$ cat src/rtl/ahb_arb_pkg.sv
package ahb_arb_pkg;

  // Longest fixed-length burst the tracker must hold the bus for.
  localparam int MAX_BEATS = 16;
  localparam int BEAT_W    = $clog2(MAX_BEATS + 1);

  typedef enum logic [1:0] {
    TR_IDLE   = 2'b00,
    TR_BUSY   = 2'b01,
    TR_NONSEQ = 2'b10,
    TR_SEQ    = 2'b11
  } trans_e;

  // Number of address beats implied by a burst code; 1 for single and
  // undefined-length bursts, which never lock the bus.
  function automatic logic [BEAT_W-1:0] burst_beats(input logic [2:0] code);
    logic [BEAT_W-1:0] n;
    case (code)
      3'd2, 3'd3: n = BEAT_W'(4);
      3'd4, 3'd5: n = BEAT_W'(8);
      3'd6, 3'd7: n = BEAT_W'(16);
      default:    n = BEAT_W'(1);
    endcase
    return n;
  endfunction

endpackage

$ cat src/rtl/ahb_arb_burst_track.sv
module ahb_arb_burst_track
  import ahb_arb_pkg::*;
(
  input  logic       clk,
  input  logic       rst_n,
  input  logic       hready,
  input  logic [1:0] htrans,
  input  logic [2:0] hburst,
  output logic       arb_open
);

  // Beats of the current fixed-length burst still to be issued.
  logic [BEAT_W-1:0] left_q;
  logic [BEAT_W-1:0] left_next;
  trans_e            kind;

  assign kind = trans_e'(htrans);

  always_comb begin
    left_next = left_q;
    if (hready) begin
      case (kind)
        TR_NONSEQ: left_next = burst_beats(hburst) - BEAT_W'(1);
        TR_SEQ:    left_next = (left_q == '0) ? '0 : left_q - BEAT_W'(1);
        default:   left_next = left_q;
      endcase
    end
  end

  assign arb_open = hready && (left_next == '0);

  always_ff @(posedge clk) begin
    if (!rst_n) begin
      left_q <= '0;
    end else if (hready) begin
      left_q <= left_next;
    end
  end

endmodule

$ cat src/rtl/ahb_arb_pick.sv
module ahb_arb_pick #(
  parameter int N     = 3,
  parameter int IDX_W = 2
) (
  input  logic             rr_mode,
  input  logic [N-1:0]     req,
  input  logic [IDX_W-1:0] owner_idx,
  output logic [IDX_W-1:0] pick_idx
);

  logic [IDX_W-1:0] fix_idx;
  logic [IDX_W-1:0] rot_idx;
  int               cand;

  // Fixed priority: scan downward so the lowest requesting index lands last.
  always_comb begin
    fix_idx = '0;
    for (int i = N - 1; i >= 0; i--) begin
      if (req[i]) fix_idx = IDX_W'(i);
    end
  end

  // Rotating priority: scan offsets from N down to 1 so the nearest
  // requester after the owner lands last; offset N is the owner itself.
  always_comb begin
    rot_idx = owner_idx;
    cand    = 0;
    for (int k = N; k >= 1; k--) begin
      cand = int'(owner_idx) + k;
      if (cand >= N) cand = cand - N;
      if (req[IDX_W'(cand)]) rot_idx = IDX_W'(cand);
    end
  end

  assign pick_idx = rr_mode ? rot_idx : fix_idx;

endmodule

$ cat src/rtl/ahb_arb_onehot.sv
module ahb_arb_onehot #(
  parameter int N     = 3,
  parameter int IDX_W = 2
) (
  input  logic [IDX_W-1:0] idx,
  output logic [N-1:0]     vec
);

  for (genvar g = 0; g < N; g++) begin : g_bit
    assign vec[g] = (idx == IDX_W'(g));
  end

endmodule

$ cat src/rtl/ahb_bus_arbiter.sv
module ahb_bus_arbiter #(
  parameter int NUM_MASTERS = 3,
  localparam int IDX_W = (NUM_MASTERS > 1) ? $clog2(NUM_MASTERS) : 1
) (
  input  logic                   clk,
  input  logic                   rst_n,
  input  logic                   rr_mode,
  input  logic [NUM_MASTERS-1:0] req,
  input  logic                   hready,
  input  logic [1:0]             htrans,
  input  logic [2:0]             hburst,
  output logic [NUM_MASTERS-1:0] grant,
  output logic [IDX_W-1:0]       grant_idx
);

  logic                   arb_open;
  logic [IDX_W-1:0]       pick_idx;
  logic [IDX_W-1:0]       owner_q;
  logic [NUM_MASTERS-1:0] pick_vec;
  logic [NUM_MASTERS-1:0] grant_q;

  ahb_arb_burst_track u_track (
    .clk      (clk),
    .rst_n    (rst_n),
    .hready   (hready),
    .htrans   (htrans),
    .hburst   (hburst),
    .arb_open (arb_open)
  );

  ahb_arb_pick #(.N(NUM_MASTERS), .IDX_W(IDX_W)) u_pick (
    .rr_mode   (rr_mode),
    .req       (req),
    .owner_idx (owner_q),
    .pick_idx  (pick_idx)
  );

  ahb_arb_onehot #(.N(NUM_MASTERS), .IDX_W(IDX_W)) u_dec (
    .idx (pick_idx),
    .vec (pick_vec)
  );

  always_ff @(posedge clk) begin
    if (!rst_n) begin
      owner_q <= '0;
      grant_q <= NUM_MASTERS'(1);
    end else if (arb_open) begin
      owner_q <= pick_idx;
      grant_q <= pick_vec;
    end
  end

  assign grant     = grant_q;
  assign grant_idx = owner_q;

endmodule

$ cat config.mk
export PLATFORM = sky130hd
export DESIGN_NAME = ahb_bus_arbiter
export DESIGN_NICKNAME = d
export VERILOG_FILES = /design/src/rtl/ahb_arb_pkg.sv /design/src/rtl/ahb_arb_burst_track.sv /design/src/rtl/ahb_arb_pick.sv /design/src/rtl/ahb_arb_onehot.sv /design/src/rtl/ahb_bus_arbiter.sv
export SDC_FILE = /design/constraint.sdc
export NUM_CORES = 1
export LEC_CHECK = 0
export ABC_CLOCK_PERIOD_IN_PS = 2100
export BUFFER_PORTS_ARGS = -buffer_cell sky130_fd_sc_hd__buf_2
export CAP_MARGIN = 20
export CORE_AREA = 10 10 51 63
export DETAILED_ROUTE_END_ITERATION = 10
export DIE_AREA = 0 0 61 73
export GPL_TIMING_DRIVEN = 0
export MAX_ROUTING_LAYER = met4
export PLACE_DENSITY = 0.67
export SLEW_MARGIN = 25
export SYNTH_ARGS = -nofsm -noshare
export SYNTH_HDL_FRONTEND = slang
export SYNTH_SLANG_ARGS = --single-unit
$ cat constraint.sdc
create_clock -name clk -period 2.1 [get_ports clk]
set_input_delay 0.21 -clock clk [delete_from_list [all_inputs] [get_ports clk]]
set_output_delay 0.21 -clock clk [all_outputs]
set_load 0.01 [all_outputs]
Word level (Yosys, flattened, before mapping)
Index checks and enable logic that the tools add are counted.
{"block": "totals", "regBits": 10}
{"block": "classes", "eq_ne": 10, "add_sub_neg": 8, "n_mux": 25, "magnitude_cmp": 6, "reduce_logical": 7}
{"op": "$mux W2", "n": 10}
{"op": "$mux W5", "n": 4}
{"op": "$pmux W5 S3", "n": 1}
{"op": "$eq A3 B3 Y1 const B", "n": 4}
{"op": "$lt A2 B4 Y1 const B", "n": 3}
{"op": "$logic_not A5 Y1", "n": 2}
{"op": "$pmux W5 S2", "n": 1}
{"op": "$sub A5 B1 Y5 const B", "n": 2}
{"op": "$ge A3 B2 Y1 const B", "n": 3}
{"op": "$add A2 B2 Y3 const B", "n": 2}
{"op": "$bmux W1 S2", "n": 3}
{"op": "$eq A2 B2 Y1 const B", "n": 3}
{"op": "$eq A3 B2 Y1 const B", "n": 2}
{"op": "$mux W1", "n": 6}
{"op": "$reduce_or A2 Y1", "n": 3}
{"op": "$sub A2 B1 Y2 const B", "n": 3}
{"op": "$add A2 B1 Y3 const B", "n": 1}
{"op": "$eq A2 B1 Y1 const B", "n": 1}
{"op": "$logic_not A2 Y1", "n": 1}
{"op": "$logic_and A1 B1 Y1", "n": 1}

Longest topological paths before layout
Gate-level depths: netlist (run 1).
{"block": "logic_depth", "word_depth": 11, "depth_mapped": 8}

Modules after synthesis
Synthesis (run 1) repeated with hierarchy kept, for this count alone.
{"block": "hier_totals", "hier_cells": 92, "hier_area_um2": 770.7}
{"module": "ahb_arb_burst_track", "area_per_inst_um2": 346.6, "instances": 1, "seq_area_each_um2": 100.1, "cells_each": 40}
{"module": "ahb_arb_pick", "area_per_inst_um2": 215.2, "instances": 1, "seq_area_each_um2": 0.0, "cells_each": 33}
{"module": "ahb_bus_arbiter", "area_per_inst_um2": 190.2, "instances": 1, "seq_area_each_um2": 100.1, "cells_each": 16}
{"module": "ahb_arb_onehot", "area_per_inst_um2": 18.8, "instances": 1, "seq_area_each_um2": 0.0, "cells_each": 3}

Worst setup path before layout (run 1)
No wires, ideal clock.
{"block": "synth_timing", "path_kind": "register to register", "from": "register owner_q[0], in the netlist grant_idx[0]", "to": "register grant_q[2], in the netlist grant[2]", "t_required_ns": 1.979, "slack_ns": 0.086, "arrival_ns": 1.892, "n_path_buf": 1, "path_stages_with_launch": 9, "setup_ns": 0.121, "path_cell_list": "dfxtp_1 -> inv_1 -> ha_1 -> buf_2 -> or3b_1 -> o21ai_0 -> a32o_1 -> a211oi_1 -> mux2_4"}
{"block": "synth_between", "elab_chain_cells": 11, "elab_cells_between_ends": 26, "cone_classes": "add/sub (6); order compare (3); eq/ne (1); mux (16)"}
{"item": "from (decl)", "line": "ahb_bus_arbiter.sv:18", "text": "logic [IDX_W-1:0] owner_q;"}
{"item": "from (signal assigned)", "line": "ahb_bus_arbiter.sv:48", "text": "owner_q <= pick_idx;"}
{"item": "$add A2 B2 Y3", "line": "ahb_arb_pick.sv:29", "text": "cand = int'(owner_idx) + k;"}
{"item": "$ge A3 B2 Y1 / $sub A2 B1 Y2 (equally long branches)", "line": "ahb_arb_pick.sv:30", "text": "if (cand >= N) cand = cand - N;"}
{"item": "$mux W2", "line": "ahb_arb_pick.sv:30"}
{"item": "$bmux W1 S2", "line": "ahb_arb_pick.sv:31", "text": "if (req[IDX_W'(cand)]) rot_idx = IDX_W'(cand);"}
{"item": "$mux W1 (not written as such) (2 in series)", "line": "ahb_arb_pick.sv:31"}
{"item": "$mux W2 (2 in series)", "line": "ahb_arb_pick.sv:31"}
{"item": "$mux W2 *", "line": "ahb_arb_pick.sv:31"}
{"item": "$mux W2 *", "line": "ahb_arb_pick.sv:35", "text": "assign pick_idx = rr_mode ? rot_idx : fix_idx;"}
{"item": "$eq A2 B2 Y1 *", "line": "ahb_arb_onehot.sv:10", "text": "assign vec[g] = (idx == IDX_W'(g));"}
{"item": "to (signal assigned)", "line": "ahb_bus_arbiter.sv:49", "text": "grant_q <= pick_vec;"}
{"item": "to (decl)", "line": "ahb_bus_arbiter.sv:20", "text": "logic [NUM_MASTERS-1:0] grant_q;"}
Every way passes the cells marked *; elsewhere a longest branch is shown, timed or not. The select of a mux whose other input is x is not followed.
A chain may end at the register's enable or synchronous reset.

Worst setup path in the final report (run 1)
Ends and elaborated chain as after synthesis.

==> results of run 1 <==
-- where the power goes --
group          leakage (nW)  internal (mW)  switching (mW)
clock network        0.0210          0.105          0.0641
registers            0.0827          0.200          0.0140
logic                 0.362         0.0868          0.0974
total                 0.466          0.392           0.176
-- state kept, by name, indices dropped and copies added, names as in the netlist --
| signal | cells |
|---|---|
| u_track.left_q | 5 |
| grant | 3 |
| grant_idx | 2 |
-- metal layers --
metal / share of wire (%) / global-route usage, %
met5: 0 / -
met1: 39 / 8.88
met2: 56 / 17.5
met4: 0.77 / 5.38
met3: 4.1 / 1.39
-- how the worst max path moves through the flow --
stage | to | cells after the start
after floorplan | grant[2] | 8
after global placement | grant[2] | 8
after detailed placement | grant[2] | 8
after CTS | grant[2] | 8
after global routing | grant[2] | 8
final | grant[2] | 8
-- what timing repair did --
item / in CTS / in global routing
cloned: 0 / 0
endpoints found under the hold margin: 0 / 0
pin swaps: 1 / 2
resized for setup: 2 / 10
setup endpoints to repair: 1 / 2
-- cell usage in the layout (no fill, tap or decap), types with 2 or more instances in the layout --
cell      count
a21oi_1       2
nand2_1      10
o21ai_0       5
mux2i_1       4
o31ai_1       2
a21o_1        2
and2_1        5
nand2b_1      5
buf_2        16
nor2_1        9
clkbuf_4      3
inv_1         7
dfxtp_1       8
ha_1          5
o221a_2       2
-- logic make-up (layout without fill, tap and decap cells) --
| logic type | after synthesis | after routing | synth area share (%) |
|---|---|---|---|
| compound gates | 32 | 32 | 30.2 |
| mux | 6 | 6 | 7.43 |
| fa+ha+maj | 5 | 5 | 7.01 |
| buf+inv | 10 | 29 | 4.49 |
| simple gates | 41 | 41 | 28.5 |
| flops | 10 | 10 | 22.4 |
-- critical path: cells and delay by family, from the launching register on --
| kind | cells | cell delay (ns) |
|---|---|---|
| compound gates | 3 | 0.36 |
| fa+ha+maj | 1 | 0.32 |
| buf+inv | 2 | 0.23 |
| simple gates | 1 | 0.37 |
| flops | 1 | 0.37 |
| mux | 1 | 0.26 |
-- metrics by stage --
step / cell area, um2 / total power, mW
floorplan: 892 / 0.343
global placement: 993 / 0.386
detailed placement: 993 / 0.391
CTS: 1030 / 0.561
global route: 1070 / 0.596
finish: 1070 / 0.567
-- final cells by class --
class                   count  area, um2  area share (%)
multi-input cells          84        681            63.6
plain buffers               3       20.0            1.87
flip-flops and latches     10        205            19.2
clock buffers               4       36.3            3.39
inverters                   7       26.3            2.46
well taps                  21       26.3            2.46
repair buffers             15       75.1            7.02
==> impl_metrics.csv, run 1 <==
group,metric,value,unit
status,outcome,"complete, no violations",
place,dp_cells,140,
timing,drv_slew,0,
pwr,p_leak,0.466,nW
timing,max_slew_margin,72.3,%
pwr,power_density,530,nW/um2
timing,timing.setup.tns,0,ns
clock_tree,hold_buffers,0,
final_layout,finalNonFillerCells,144,
place,dpl_worst_slack,-0.0658,ns
synth,yosys-top-cells-area,"dfxtp_1 (22%), ha_1 (7.0%), mux2i_1 (4.5%), nand2_1 (4.2%), nor2_1 (3.8%)",
synth,ys_seq_area_share,22.4,%
worst_setup_path,r2r_end,"grant[2]",
clock_tree,cts_buffer_depth,2,
global_routing,overflow,0,
final_layout,nets,141,
worst_setup_path,end_kind,"register",
timing,tightestPinTransition,0.414,ns
timing,layout_min_cycle_time,2.01,ns
synth,post_synth_num_cell_types,47,
floorplanning,die_area,4450,um2
worst_setup_path,start_kind,"register",
global_routing,antenna_found_initial,0,
hold_path,hp-start,"rst_n",
worst_setup_path,startpoint,"grant_idx[0]",
final_layout,final_util,51.1,%
synth,avgSynthCellArea,8.58,um2
clock_tree,clkLatencyLatePin,0.26,ns
worst_setup_path,worstRegToRegCells,8,
worst_setup_path,cpPeakStageDelay,0.37,ns
place,port_buffers,15,
synth,async_reset_ff_share,0,%
final_layout,synthToLayoutAreaGrowth,19.9,%
synth,netlist_area,892,um2
global_routing,grt_pass1_wl,3.35,mm
worst_setup_path,r2r_slack,0.09,ns
clock_tree,cts_buffers,3,
synth,synthCells,104,
detailed_routing,drc,0,
timing,skew,0.00625,ns
worst_setup_path,critPathKind,"reg -> reg",
run,maxCapViolations,0,
detailed_routing,vias,834,
clock_tree,htreeDepth,1,
timing,hold_slack,0.248,ns
floorplanning,core-area,2090,um2
hold_path,min_path_type,"in -> reg",
hold_path,hold-path-cell-count,3,
worst_setup_path,r2r_start,"grant_idx[0]",
worst_setup_path,cp_max_fo,10,
worst_setup_path,cp.arrival,2.17,ns
final_layout,drive_above_1_share,32.5,%
floorplanning,start_util,42.6,%
timing,fin_ws,0.0905,ns
floorplanning,die_y,73,um
clock_tree,clkSinkCount,10,
pwr,max-vdd-ir-drop,0.260,mV
detailed_routing,ant_nets,0,
synth,synth-seq-cells,10,
global_routing,grt_use_total,9.52,%
timing,rsz0062_at_grt,"false",
detailed_routing,wl_per_cell,14.4,um
floorplanning,rows,19,
final_layout,fillers,212,
synth,synth_top_area_share,22.4,%
timing,fmax,0.498,GHz
detailed_routing,first_pass_iters,4,
clock_tree,post_cts_buffers,0,
timing,post-route-period-util,95.7,%
synth,synth_edf_count,0,
clock_tree,cts_tree,"done",
worst_setup_path,crit_required,2.26,ns
clock_tree,root_buffer,"clkbuf_4",
global_routing,grt_pass1_vias,863,
worst_setup_path,critPathSlowestCell,"dfxtp_4",
detailed_routing,vias_per_cell,5.79,
synth,synthTopCellsByCount,"dfxtp_1 (10), nand2_1 (10), nor2_1 (9)",
detailed_routing,drt_wl_total,2.07,mm
final_layout,antenna_cells,0,
hold_path,whs_endpoint,"u_track.left_q[3]",
detailed_routing,first_iter_violations,9,
clock_tree,clk_pin_slew,0.07,ns
place,gp_congestion,0.870,
worst_setup_path,cp_cell_sequence,"inv_1, ha_1, buf_6, or3b_1, o21ai_0, a32o_2, a211oi_2, mux2_4",
global_routing,grt_max_degree,11,
synth,ys_warn_count,0,
floorplanning,pin_count,17,
place,dp_hpwl,1.64,mm
synth,synth_ff_type,"dfxtp_1",
timing,finalHoldViolations,0,
timing,final-setup-viol-count,0,
floorplanning,die_w,61,um
synth,synth_area_leader_cell,"dfxtp_1",
synth,synthesis.nets,121,
No activity file was read; power rests on OpenSTA's default activity.
==> run 2, diff against run 1 <==
--- a/config.mk
+++ b/config.mk
@@ -5,7 +5,7 @@
 export SDC_FILE = /design/constraint.sdc
 export NUM_CORES = 1
 export LEC_CHECK = 0
-export ABC_CLOCK_PERIOD_IN_PS = 2100
+export ABC_CLOCK_PERIOD_IN_PS = 1890
 export BUFFER_PORTS_ARGS = -buffer_cell sky130_fd_sc_hd__buf_2
 export CAP_MARGIN = 20
 export CORE_AREA = 10 10 51 63
==> constraint.sdc (replaced) <==
create_clock -name clk -period 1.89 [get_ports clk]
set_input_delay 0.189 -clock clk [delete_from_list [all_inputs] [get_ports clk]]
set_output_delay 0.189 -clock clk [all_outputs]
set_load 0.01 [all_outputs]
==> run 2 against run 1 <==
  * Sequential power rose by 10%
  * Sequential cell count unchanged
  * Clock skew increased by 0.0045 ns
  * Clock power up 12%
  * Critical path type unchanged
  * Critical endpoint unchanged
  * Largest cell class unchanged
==> impl_metrics.csv, run 2 (same netlist as run 1, synthesis figures left out) <==
group,metric,value,unit
worst_setup_path,r2r_end,"grant[2]",
final_layout,antenna_cells,0,
timing,layout_min_cycle_time,1.88,ns
pwr,max-vdd-ir-drop,0.321,mV
worst_setup_path,critPathKind,"reg -> reg",
floorplanning,pin_count,17,
timing,finalHoldViolations,0,
detailed_routing,drt_wl_total,2.31,mm
floorplanning,rows,19,
worst_setup_path,cp_num_buf_inv,2,
worst_setup_path,r2r_start,"grant_idx[0]",
timing,tightestPinTransition,0.428,ns
worst_setup_path,startpoint,"grant_idx[0]",
detailed_routing,first_pass_iters,4,
worst_setup_path,start_kind,"register",
detailed_routing,wl_per_cell,14.5,um
global_routing,grt_pass1_wl,3.44,mm
worst_setup_path,cp_cell_sequence,"inv_4, ha_4, buf_6, nand2_2, a21o_1, a221o_1, a211oi_2, mux2_4",
final_layout,fillers,188,
run,maxCapViolations,0,
timing,drv_slew,0,
detailed_routing,ant_nets,0,
final_layout,largest_reg_flops,5,
worst_setup_path,crit_required,2.11,ns
worst_setup_path,cpPeakStageDelay,0.38,ns
final_layout,regMostFlops,"u_track.left_q",
place,port_buffers,15,
place,dp_hpwl,1.61,mm
timing,fmax,0.532,GHz
global_routing,grtUsageMet1,8.88,%
hold_path,min_path_type,"in -> reg",
worst_setup_path,path_delay_family,"compound AO/OA/AOI/OAI gates",
floorplanning,die_w,61,um
floorplanning,core-area,2090,um2
worst_setup_path,cp-endpoint,"grant[2]",
detailed_routing,vias_per_cell,5.79,
detailed_routing,first_iter_violations,17,
clock_tree,cts_buffers,3,
worst_setup_path,worstRegToRegCells,8,
final_layout,drive_above_1_share,47.5,%
worst_setup_path,critPathSlowestCell,"dfxtp_4",
worst_setup_path,end_kind,"register",
global_routing,grtUsageMet3,2.26,%
worst_setup_path,cp.arrival,2.10,ns
final_layout,synthToLayoutAreaGrowth,39.3,%
status,outcome,"complete, no violations",
timing,max_slew_margin,71.4,%
timing,post-route-period-util,99.5,%
floorplanning,die_y,73,um
clock_tree,clkSinkCount,10,
global_routing,top_usage_layer,"met2",
global_routing,grt_use_total,9.91,%
worst_setup_path,r2r_slack,0.009,ns
pwr,p_leak,0.553,nW
clock_tree,clkLatencyLatePin,0.27,ns
clock_tree,htreeDepth,1,
worst_setup_path,crit_cells,8,
floorplanning,start_util,42.6,%
final_layout,layout_common_cells,"buf_2 (17), buf_4 (13), nor2_1 (9), nand2_1 (9), dfxtp_1 (6)",
place,dpl_worst_slack,-0.146,ns
timing,fin_ws,0.00861,ns
detailed_routing,drc,0,
pwr,power_density,559,nW/um2
pwr,power,0.695,mW
detailed_routing,vias,926,
timing,rsz0062_at_grt,"true",
final_layout,nets,157,
clock_tree,root_buffer,"clkbuf_4",
worst_setup_path,cp_max_fo,5,
floorplanning,die_area,4450,um2
global_routing,overflow,0,
global_routing,grt_pass1_vias,885,
clock_tree,cts_tree,"done",
clock_tree,cts_buffer_depth,2,
timing,skew,0.0107,ns
place,gp_congestion,0.872,
timing,final-setup-viol-count,0,
global_routing,use_met2,18.2,%
clock_tree,clk_pin_slew,0.07,ns
final_layout,final_common_cell,"buf_2",
global_routing,antenna_found_initial,0,
global_routing,grt_max_degree,11,
[run 2: area by class of cell]
type | count | area, um2 | area share (%)
buffer | 3 | 20.0 | 1.61
timing repair buffer | 31 | 200 | 16.1
sequential | 10 | 213 | 17.1
inverter | 7 | 28.8 | 2.32
tap | 21 | 26.3 | 2.11
clock buffer | 4 | 36.3 | 2.92
multi-input combinational | 84 | 718 | 57.8
[run 2: routing by layer]
metal,vias up,share of wire [%]
li1,458,-
met5,-,0
met2,26,56
met3,6,3.8
met1,436,38
met4,0,2.0
[run 2: stage by stage]
stage | std cells | utilization [%] | instance area, um2 | hold slack (ns) | TNS [ns]
after floorplan | 104 | - | 901 | 0.352 | 0
after global placement | 140 | 47.9 | 1000 | 0.443 | -0.0955
after detailed placement | 140 | 47.9 | 1000 | 0.464 | -0.197
after CTS | 148 | 52.9 | 1110 | 0.236 | 0
after global routing | 160 | 59.4 | 1240 | 0.272 | -0.0971
final | 160 | 59.4 | 1240 | 0.229 | 0
[run 2: worst min path at each step]
stage          cells after the start  slack [ns]     start           endpoint
3_5_place_dp                       2        0.46  grant[1]           grant[1]
5_1_grt                            3        0.27     rst_n  u_track.left_q[3]
3_3_place_gp                       2        0.44  grant[1]           grant[1]
6_report                           3        0.23     rst_n  u_track.left_q[3]
2_1_floorplan                      2        0.35     rst_n  u_track.left_q[2]
4_1_cts                            3        0.24     rst_n  u_track.left_q[3]
[run 2: power breakdown]
| group | switching [mW] | internal [mW] | total (mW) |
|---|---|---|---|
| Combinational | 0.129 | 0.140 | 0.269 |
| Sequential | 0.0148 | 0.221 | 0.236 |
| Clock | 0.0729 | 0.117 | 0.190 |
| Total | 0.217 | 0.478 | 0.695 |
[run 2: worst min-delay path: stages]
cell and delay [ns]:
buf_2 0.09, inv_1 0.08, nor2_1 0.10
[run 2: timing repair]
| item | in CTS | in global routing |
|---|---|---|
| setup endpoints to repair | 3 | 5 |
| gates resized for setup | 7 | 17 |
| setup buffers | 4 | 11 |
| cloned | 0 | 1 |
| pin swaps | 6 | 12 |
| endpoints found under the hold margin | 0 | 0 |
| hold buffers | 0 | 0 |
==> run 3, diff against run 2 <==
--- a/config.mk
+++ b/config.mk
@@ -5,7 +5,7 @@
 export SDC_FILE = /design/constraint.sdc
 export NUM_CORES = 1
 export LEC_CHECK = 0
-export ABC_CLOCK_PERIOD_IN_PS = 1890
+export ABC_CLOCK_PERIOD_IN_PS = 2400
 export BUFFER_PORTS_ARGS = -buffer_cell sky130_fd_sc_hd__buf_2
 export CAP_MARGIN = 20
 export CORE_AREA = 10 10 51 63
@@ -13,7 +13,7 @@
 export DIE_AREA = 0 0 61 73
 export GPL_TIMING_DRIVEN = 0
 export MAX_ROUTING_LAYER = met4
-export PLACE_DENSITY = 0.67
+export PLACE_DENSITY = 0.75
 export SLEW_MARGIN = 25
 export SYNTH_ARGS = -nofsm -noshare
 export SYNTH_HDL_FRONTEND = slang
==> constraint.sdc (replaced) <==
create_clock -name clk -period 2.4 [get_ports clk]
set_input_delay 0.24 -clock clk [delete_from_list [all_inputs] [get_ports clk]]
set_output_delay 0.24 -clock clk [all_outputs]
set_load 0.01 [all_outputs]
==> run 3 against run 2 <==
  * Utilization decreased by 10 points
  * Combinational power decreased by 44%
  * Sequential share of layout area increased by 2.3 points
  * Clock skew decreased by 0.0069 ns
  * Die area unchanged
  * Global-route usage decreased by 0.31 points
  * Largest cell class unchanged
  * Clock power decreased by 22%
==> impl_metrics.csv, run 3 (same netlist as run 1, synthesis figures left out) <==
group,metric,value,unit
floorplanning,die_y,73,um
worst_setup_path,start_kind,"register",
timing,rsz0062_at_grt,"false",
floorplanning,rows,19,
global_routing,grtUsageMet3,0.697,%
floorplanning,start_util,42.6,%
floorplanning,die_area,4450,um2
worst_setup_path,r2r_slack,0.23,ns
worst_setup_path,crit_required,2.61,ns
worst_setup_path,end_kind,"register",
timing,skew,0.00386,ns
global_routing,overflow,0,
place,dp_hpwl,1.67,mm
pwr,intPower,0.338,mW
clock_tree,htreeDepth,1,
pwr,p_comb_share,31.0,%
detailed_routing,drc,0,
place,gp_congestion,0.853,
clock_tree,cts_tree,"done",
pwr,switchingPower,0.148,mW
global_routing,grt_pass1_wl,3.33,mm
detailed_routing,wl_per_cell,13.9,um
clock_tree,ctsResizeCount,0,
clock_tree,clkLatencyLatePin,0.26,ns
global_routing,antenna_found_initial,0,
timing,post-route-period-util,90.5,%
final_layout,synthToLayoutAreaGrowth,15.4,%
detailed_routing,first_pass_iters,4,
pwr,clock_power_share,30.4,%
pwr,power_density,472,nW/um2
timing,max_slew_margin,69.6,%
final_layout,largest_reg_flops,5,
timing,tightestPinTransition,0.451,ns
global_routing,use_met2,17.6,%
clock_tree,cts_buffer_depth,2,
pwr,max-vdd-ir-drop,0.238,mV
global_routing,grt_pass1_vias,841,
clock_tree,root_buffer,"clkbuf_4",
final_layout,drive_above_1_share,26.0,%
timing,final-setup-viol-count,0,
clock_tree,post_cts_buffers,0,
pwr,p_leak,0.457,nW
hold_path,min_path_type,"in -> reg",
final_layout,antenna_cells,0,
clock_tree,cts_buffers,3,
detailed_routing,ant_nets,0,
global_routing,grt_use_total,9.60,%
pwr,swShare,30.4,%
floorplanning,core-area,2090,um2
final_layout,final_common_cell,"buf_2",
global_routing,grtUsageMet1,8.80,%
place,port_buffers,15,
final_layout,layout_common_cells,"buf_2 (17), nand2_1 (10), dfxtp_1 (10), nor2_1 (9), inv_1 (7)",
detailed_routing,first_iter_violations,15,
global_routing,grt_max_degree,11,
timing,timing.setup.tns,0,ns
clock_tree,clk_pin_slew,0.07,ns
timing,finalHoldViolations,0,
status,outcome,"complete, no violations",
final_layout,regMostFlops,"u_track.left_q",
pwr,seqPwrFrac,38.6,%
detailed_routing,vias_per_cell,5.80,
hold_path,hold-path-cell-count,3,
worst_setup_path,worstRegToRegCells,8,
place,dp_cells,140,
floorplanning,pin_count,17,
floorplanning,die_w,61,um
timing,layout_min_cycle_time,2.17,ns
clock_tree,clkSinkCount,10,
worst_setup_path,cp_max_fo,10,
run,maxCapViolations,0,
detailed_routing,drt_wl_total,2.00,mm
worst_setup_path,critPathKind,"reg -> reg",
timing,fmax,0.461,GHz
final_layout,finalNonFillerCells,144,
final_layout,nets,141,
detailed_routing,vias,835,
worst_setup_path,cp.arrival,2.38,ns
global_routing,top_usage_layer,"met2",
clock_tree,hold_buffers,0,
timing,drv_slew,0,
-- run 3: cell types whose count changed in the layout (fill, tap and decap cells not counted), moves of 2 or more --
cell,change
buf_4,-13
ha_1,+3
dfxtp_4,-3
dfxtp_1,+4
buf_6,-3
inv_1,+4
inv_2,-3
ha_4,-2
-- run 3: routing by layer --
metal  routed length (um)  part of all wire (%)
met5                    0                     0
met2                 1090                    54
met4                   38                   1.9
met3                   88                   4.4
met1                  788                    39
-- run 3: worst max-delay path, cell delays in order (launching register included) --
cell	delay [ns]
dfxtp_1	0.42
inv_1	0.11
ha_1	0.31
buf_2	0.18
a21boi_1	0.17
o221ai_1	0.17
a221o_1	0.34
a211oi_1	0.25
mux2_4	0.18
-- run 3: final cells by class --
type,count,area (um2)
buffer,3,13.8
clock buffer,4,36.3
fill,214,1060
inverter,7,26.3
multi-input combinational,84,652
sequential,10,200
tap,21,26.3
timing repair buffer,15,75.1
-- run 3: power by group through the flow --
stage / logic [mW] / clock network, mW / registers, mW
2_1_floorplan: 0.109 / 0 / 0.191
3_3_place_gp: 0.146 / 0 / 0.190
3_5_place_dp: 0.151 / 0 / 0.191
4_1_cts: 0.152 / 0.154 / 0.187
5_1_grt: 0.167 / 0.163 / 0.189
6_report: 0.151 / 0.148 / 0.188
-- run 3: path summary, 6_finish.rpt --
check / from / endpoint
setup / recovery: grant_idx[0] / grant[2]
hold / removal: rst_n / u_track.left_q[2]
setup reg to reg: grant_idx[0] / grant[2]
hold reg to reg: grant[1] / grant[1]
-- run 3: stage by stage --
stage | power, mW | utilization, % | setup slack [ns] | hold WS [ns] | cell area (um2)
after CTS | 0.493 | 49.2 | 0.215 | 0.271 | 1030
after floorplan | 0.301 | - | 0.386 | 0.403 | 892
final | 0.486 | 49.2 | 0.229 | 0.268 | 1030
after global placement | 0.336 | 47.5 | 0.348 | 0.446 | 993
after detailed placement | 0.342 | 47.5 | 0.238 | 0.458 | 993
after global routing | 0.519 | 49.2 | 0.136 | 0.280 | 1030
